===== src/rtl/vbm_pkg.sv =====
package vbm_pkg;
  localparam int VADDR_W = 14;
  localparam int SADDR_W = 16;
  localparam int DATA_W  = 8;
  localparam int COL_W   = 4;
  localparam int ROMA_W  = 12;
  localparam int PORT_W  = 8;

  // Bank field is the inverse of the port selector bits.
  function automatic logic [SADDR_W-VADDR_W-1:0] bank_from_port(
    input logic [SADDR_W-VADDR_W-1:0] sel);
    return ~sel;
  endfunction
endpackage


===== src/rtl/vbm_bank_reg.sv =====
module vbm_bank_reg
  import vbm_pkg::*;
#(
  parameter int PW     = PORT_W,
  parameter int BANK_W = SADDR_W - VADDR_W
) (
  input  logic              clk,
  input  logic              rst_n,
  input  logic              port_wr,
  input  logic              dir_wr,
  input  logic [PW-1:0]     wdata,
  output logic [BANK_W-1:0] bank
);
  logic [PW-1:0]     port_q, port_d;
  logic [PW-1:0]     dir_q,  dir_d;
  logic [BANK_W-1:0] bank_q, bank_d;

  always_comb begin
    port_d = port_q;
    dir_d  = dir_q;
    bank_d = bank_q;
    if (port_wr) begin
      port_d = (port_q & ~dir_q) | (wdata & dir_q);
      bank_d = bank_from_port(port_d[BANK_W-1:0]);
    end
    if (dir_wr) dir_d = wdata;
  end

  always_ff @(posedge clk or negedge rst_n) begin
    if (!rst_n) begin
      port_q <= '1;
      dir_q  <= '1;
      bank_q <= bank_from_port('1);
    end else begin
      if (port_wr) port_q <= port_d;
      if (port_wr) bank_q <= bank_d;
      if (dir_wr)  dir_q  <= dir_d;
    end
  end

  assign bank = bank_q;
endmodule


===== src/rtl/vbm_decode.sv =====
module vbm_decode
  import vbm_pkg::*;
#(
  parameter int VW = VADDR_W,
  parameter int SW = SADDR_W,
  parameter int DW = DATA_W,
  parameter int RW = ROMA_W,
  parameter logic [SW-1:0] OVL_MASK  = 16'h7000,
  parameter logic [SW-1:0] OVL_MATCH = 16'h1000,
  localparam int BW = SW - VW
) (
  input  logic [BW-1:0] bank,
  input  logic          vid_req,
  input  logic [VW-1:0] vid_addr,
  input  logic [DW-1:0] ram_rdata,
  input  logic [DW-1:0] rom_rdata,
  output logic [SW-1:0] mem_addr,
  output logic          ram_sel,
  output logic          rom_sel,
  output logic [RW-1:0] rom_addr,
  output logic [DW-1:0] fetch_data
);
  logic [SW-1:0] base;
  logic          overlay;

  always_comb begin
    base       = {bank, {VW{1'b0}}};
    mem_addr   = base | {{BW{1'b0}}, vid_addr};
    overlay    = (mem_addr & OVL_MASK) == OVL_MATCH;
    rom_sel    = vid_req & overlay;
    ram_sel    = vid_req & ~overlay;
    rom_addr   = mem_addr[RW-1:0];
    fetch_data = overlay ? rom_rdata : ram_rdata;
  end
endmodule


===== src/rtl/vbm_bus_hold.sv =====
module vbm_bus_hold
  import vbm_pkg::*;
#(
  parameter int VW = VADDR_W,
  parameter int SW = SADDR_W,
  parameter int DW = DATA_W,
  parameter int CW = COL_W
) (
  input  logic          clk,
  input  logic          rst_n,
  input  logic          vid_req,
  input  logic          col_req,
  input  logic [SW-1:0] fetch_addr,
  input  logic [DW-1:0] fetch_data,
  input  logic [VW-1:0] col_addr,
  input  logic [CW-1:0] col_data,
  output logic          valid,
  output logic [DW-1:0] bus,
  output logic [SW-1:0] addr
);
  logic [DW-1:0] bus_q,  bus_d;
  logic [SW-1:0] addr_q, addr_d;
  logic          valid_q, valid_d;
  logic          upd;

  always_comb begin
    upd     = vid_req | col_req;
    valid_d = upd;
    bus_d   = bus_q;
    addr_d  = addr_q;
    if (vid_req) begin
      bus_d  = fetch_data;
      addr_d = fetch_addr;
    end else if (col_req) begin
      bus_d  = {bus_q[DW-1:CW], col_data};
      addr_d = {{(SW-VW){1'b0}}, col_addr};
    end
  end

  always_ff @(posedge clk or negedge rst_n) begin
    if (!rst_n) begin
      bus_q   <= '1;
      addr_q  <= '1;
      valid_q <= 1'b0;
    end else begin
      valid_q <= valid_d;
      if (upd) begin
        bus_q  <= bus_d;
        addr_q <= addr_d;
      end
    end
  end

  assign valid = valid_q;
  assign bus   = bus_q;
  assign addr  = addr_q;
endmodule


===== src/rtl/vbank_mapper.sv =====
module vbank_mapper
  import vbm_pkg::*;
#(
  parameter int VW = VADDR_W,
  parameter int SW = SADDR_W,
  parameter int DW = DATA_W,
  parameter int CW = COL_W,
  parameter int RW = ROMA_W,
  parameter int PW = PORT_W
) (
  input  logic          clk,
  input  logic          rst_n,
  input  logic          port_wr,
  input  logic          dir_wr,
  input  logic [PW-1:0] cfg_wdata,
  input  logic          vid_req,
  input  logic          col_req,
  input  logic [VW-1:0] vid_addr,
  input  logic [CW-1:0] col_data,
  input  logic [DW-1:0] ram_rdata,
  input  logic [DW-1:0] rom_rdata,
  output logic [SW-1:0] mem_addr,
  output logic          ram_sel,
  output logic          rom_sel,
  output logic [RW-1:0] rom_addr,
  output logic          rd_valid,
  output logic [DW-1:0] rd_data,
  output logic [SW-1:0] last_addr
);
  localparam int BW = SW - VW;

  logic [BW-1:0] bank;
  logic [DW-1:0] fetch_data;

  vbm_bank_reg #(.PW(PW), .BANK_W(BW)) u_bank (
    .clk(clk), .rst_n(rst_n), .port_wr(port_wr), .dir_wr(dir_wr),
    .wdata(cfg_wdata), .bank(bank));

  vbm_decode #(.VW(VW), .SW(SW), .DW(DW), .RW(RW)) u_dec (
    .bank(bank), .vid_req(vid_req), .vid_addr(vid_addr),
    .ram_rdata(ram_rdata), .rom_rdata(rom_rdata), .mem_addr(mem_addr),
    .ram_sel(ram_sel), .rom_sel(rom_sel), .rom_addr(rom_addr),
    .fetch_data(fetch_data));

  vbm_bus_hold #(.VW(VW), .SW(SW), .DW(DW), .CW(CW)) u_hold (
    .clk(clk), .rst_n(rst_n), .vid_req(vid_req), .col_req(col_req),
    .fetch_addr(mem_addr), .fetch_data(fetch_data), .col_addr(vid_addr),
    .col_data(col_data), .valid(rd_valid), .bus(rd_data), .addr(last_addr));
endmodule


===== config.mk =====
export PLATFORM = sky130hd
export DESIGN_NAME = vbank_mapper
export DESIGN_NICKNAME = d
export VERILOG_FILES = /design/src/rtl/vbm_pkg.sv /design/src/rtl/vbm_bank_reg.sv /design/src/rtl/vbm_decode.sv /design/src/rtl/vbm_bus_hold.sv /design/src/rtl/vbank_mapper.sv
export SDC_FILE = /design/constraint.sdc
export NUM_CORES = 1
export LEC_CHECK = 0
export BUFFER_PORTS_ARGS = -buffer_cell sky130_fd_sc_hd__clkbuf_2
export CORE_UTILIZATION = 43
export CTS_CLUSTER_SIZE = 14
export DETAILED_ROUTE_END_ITERATION = 6
export PLACE_DENSITY = 0.81
export SLEW_MARGIN = 25
export SYNTH_ARGS = -nofsm -noshare
export SYNTH_HDL_FRONTEND = slang
export SYNTH_HIERARCHICAL = 1
export SYNTH_SLANG_ARGS = --single-unit

===== constraint.sdc =====
create_clock -name clk -period 1.7 [get_ports clk]
set_input_delay 0.34 -clock clk [delete_from_list [all_inputs] [get_ports clk]]
set_output_delay 0.34 -clock clk [all_outputs]
set_load 0.01 [all_outputs]

==> run_results.csv <==
group,metric,value,unit
cells_and_area,nFillCells,337,
drt,drtPass1Iterations,4,
worst_setup_path,critPathKind,"flop to output port",
floorplanning,die-area,4270,um^2
sta,fin_crit,1.67,ns
pwr,p_int,1500,uW
floorplanning,floorplan.initialDensity,46.1,%
sta,setup_viol,0,
cells_and_area,fin_area,2190,um^2
floorplanning,core_area,3740,um^2
yosys,synth.distinct_cells,19,
sta,tns,0,ns
placed_design,dpl.hpwl,2540,um
floorplanning,fp.dieW,65.4,um
cells_and_area,final-seq-area,812,um^2
yosys,synth_fa_ha_area_share,0,%
yosys,synth_xor_area_share,0,%
grt,track_usage,17.4,%
floorplanning,num_rows,22,
pwr,power.leakage,0.00113,uW
yosys,synthCells,149,
grt,antenna_found_initial,0,
yosys,synth_top_area_share,42.6,%
yosys,synthSimpleGateAreaFrac,6.59,%
yosys,synth_largest_area_cell,"dfstp_2",
clock_network,root_buffer,"clkbuf_8",
clock_network,cts_tree,"yes",
drt,drt-total-wl,3400,um
run_status,status,"complete, no violations",
pwr,p_per_area,932,nW/um^2
grt,grt_pass1_wl,5600,um
sta,tightestPinTransition,0.418,ns
cells_and_area,layout-drive-gt1-share,70.2,%
cells_and_area,multiInputGateArea,639,um^2
sta,rsz0062_at_grt,"true",
pwr,combPwrFrac,22.9,%
yosys,seq_area_frac_synth,47.0,%
yosys,synthMuxAreaShare,24.2,%
min_path,hold_class,"input port to flop",
grt,global_route.overflow_total,0,
pwr,ir_drop,0.545,mV
clock_network,htreeDepth,2,
placed_design,gp_congestion,0.784,
sta,slew_headroom,72.1,%
pwr,finalPower,2040,uW
placed_design,portBuffers,96,
cells_and_area,num_antenna_cells,0,
yosys,synth_compound_area_share,6.23,%
cells_and_area,nNetsFinal,275,
grt,grt_pass1_vias,1231,
floorplanning,io_pins,103,
placed_design,place_area,2040,um^2
sta,fin_worst_skew,0.00370,ns
worst_setup_path,crit_fanout,4,
worst_setup_path,startpoint_type,"flop",
pwr,switchingPower,541,uW
clock_network,clk_latency,0.28,ns
yosys,ys_ff_latch,31,
grt,grt_max_degree,25,
flow_run,cap_viol_max_count,0,
pwr,swShare,26.6,%
clock_network,cts_sinks,31,
drt,vias,1287,
yosys,synth.avg_cell_area,11.6,um^2
yosys,synth_top_family_by_area,"multiplexers",
worst_setup_path,critPathArrivalTime,1.33,ns
drt,remaining_drc_errors,0,
clock_network,clock_tree.buffer_depth,2,
drt,vias_per_cell,4.66,
yosys,synth_nets,197,
sta,drv_slew,0,
worst_setup_path,endpoint_kind,"output port",
yosys,synth_area,1730,um^2
sta,fin_crit_sh,98.4,%
floorplanning,die_h,65.4,um
sta,hold_viol_final,0,
cells_and_area,syn2layout_area_growth,26.6,%
yosys,yosys-top-cells-area,"dfstp_2 (43%), buf_4 (12%), mux2i_1 (12%)",
worst_setup_path,required,1.36,ns
cells_and_area,fin_util,58.4,%
clock_network,cts_buffers,5,
sta,fmax,598,MHz
pwr,clockPowerShare,30.9,%
drt,routedWlPerCell,12.3,um
drt,drt_iter0_markers,24,
clock_network,clkTransAtPathRegs,0.06,ns
drt,drtAntennaViolNets,0,
pwr,seqPwrFrac,46.1,%
yosys,ys.warnings.count,6,
## state kept, by name, summed over array words and instances, names as in the netlist, named ones only
register and flops:
u_hold/bus 8, u_hold/valid 1, u_bank/bank 2, u_hold/addr 16, u_bank/dir_q 2
## synth_stat cells, drive strengths merged
cell type  instances
nor3b              1
and2b              1
nand2             20
a22o               2
and2               1
buf               35
inv                1
dfstp             28
o21ai             18
dfrtp              3
mux2              18
nor2               1
mux2i             20
## path summary, 6_finish.rpt
path	start	end	slack (ns)	cells after the start
max in group asynchronous	rst_n	u_hold/bus[0]	0.57	3
max	u_bank/bank[0]	ram_sel	0.03	3
min in group asynchronous	rst_n	u_hold/valid	0.52	2
max reg2reg	u_bank/bank[0]	u_hold/bus[7]	0.12	5
min reg2reg	u_bank/bank[1]	u_hold/addr[15]	0.53	1
min	vid_addr[6]	u_hold/addr[6]	0.29	3
## kinds of logic after synthesis
logic type / after synthesis
muxes: 38
DFF: 31
and+or+nand+nor: 24
AOI/OAI and AO/OA: 20
buffers and inverters: 36
## worst max-delay path: stages (launching register included)
cell and delay, ns:
dfrtp_2 0.43, nor3b_4 0.26, and2b_2 0.25, clkbuf_2 0.12
## layout by cell type (no fill, tap or decap)
master         synthesis  routed
a22o_1                 2       2
and2_2                 1       1
and2b_2                1       1
buf_12                 1       1
buf_4                 28       8
clkbuf_1               0       1
clkbuf_2               0      96
clkbuf_8               0       7
dfrtp_1                3       2
dfrtp_2                0       1
dfstp_2               28      28
dlygate4sd3_1          0       1
inv_1                  1       1
mux2_1                 2       2
mux2_2                12      12
mux2_4                 4       4
mux2i_1               20      20
nand2_1               20      20
nor2_1                 1       1
nor3b_4                1       1
o21ai_0                8       8
o21ai_1               10      10
## what timing repair did
item	in CTS	in global routing
pin swaps	1	1
hold buffers	1	0
gates resized for setup	1	0
hold endpoints to repair	3	0
endpoints found under the setup margin	2	2
setup buffers	2	2
## stage by stage
| stage | setup WS (ns) | std cells | hold WS [ns] |
|---|---|---|---|
| after floorplan | 0.252 | 149 | 0.0444 |
| after global placement | 0.114 | 263 | 0.305 |
| after detailed placement | 0.0818 | 263 | 0.300 |
| after CTS | -0.0169 | 274 | 0.278 |
| after global routing | -0.0268 | 276 | 0.300 |
| final | 0.0272 | 276 | 0.288 |
## power groups by stage
stage / Sequential [uW] / Combinational, uW / Clock (uW)
5_1_grt: 951 / 517 / 694
3_3_place_gp: 948 / 441 / 0
2_1_floorplan: 974 / 276 / 0
4_1_cts: 943 / 461 / 657
6_report: 939 / 467 / 630
3_5_place_dp: 949 / 454 / 0
## layer usage
metal / GRT usage [%] / up-vias / wire [um]
met5: 0 / - / 0
li1: - / 634 / -
met2: 30.5 / 45 / 1750
met1: 20.1 / 605 / 1430
met3: 4.17 / 3 / 182
met4: 7.34 / 0 / 35
## final cells by class
| cell class | instances | area share [%] |
|---|---|---|
| Clock buffer | 8 | 4.58 |
| Inverter | 1 | 0.172 |
| Multi-Input combinational cell | 82 | 29.3 |
| Tap cell | 48 | 2.75 |
| Sequential cell | 31 | 37.1 |
| Timing Repair Buffer | 106 | 26.1 |
(Power assumes the default switching activity.)
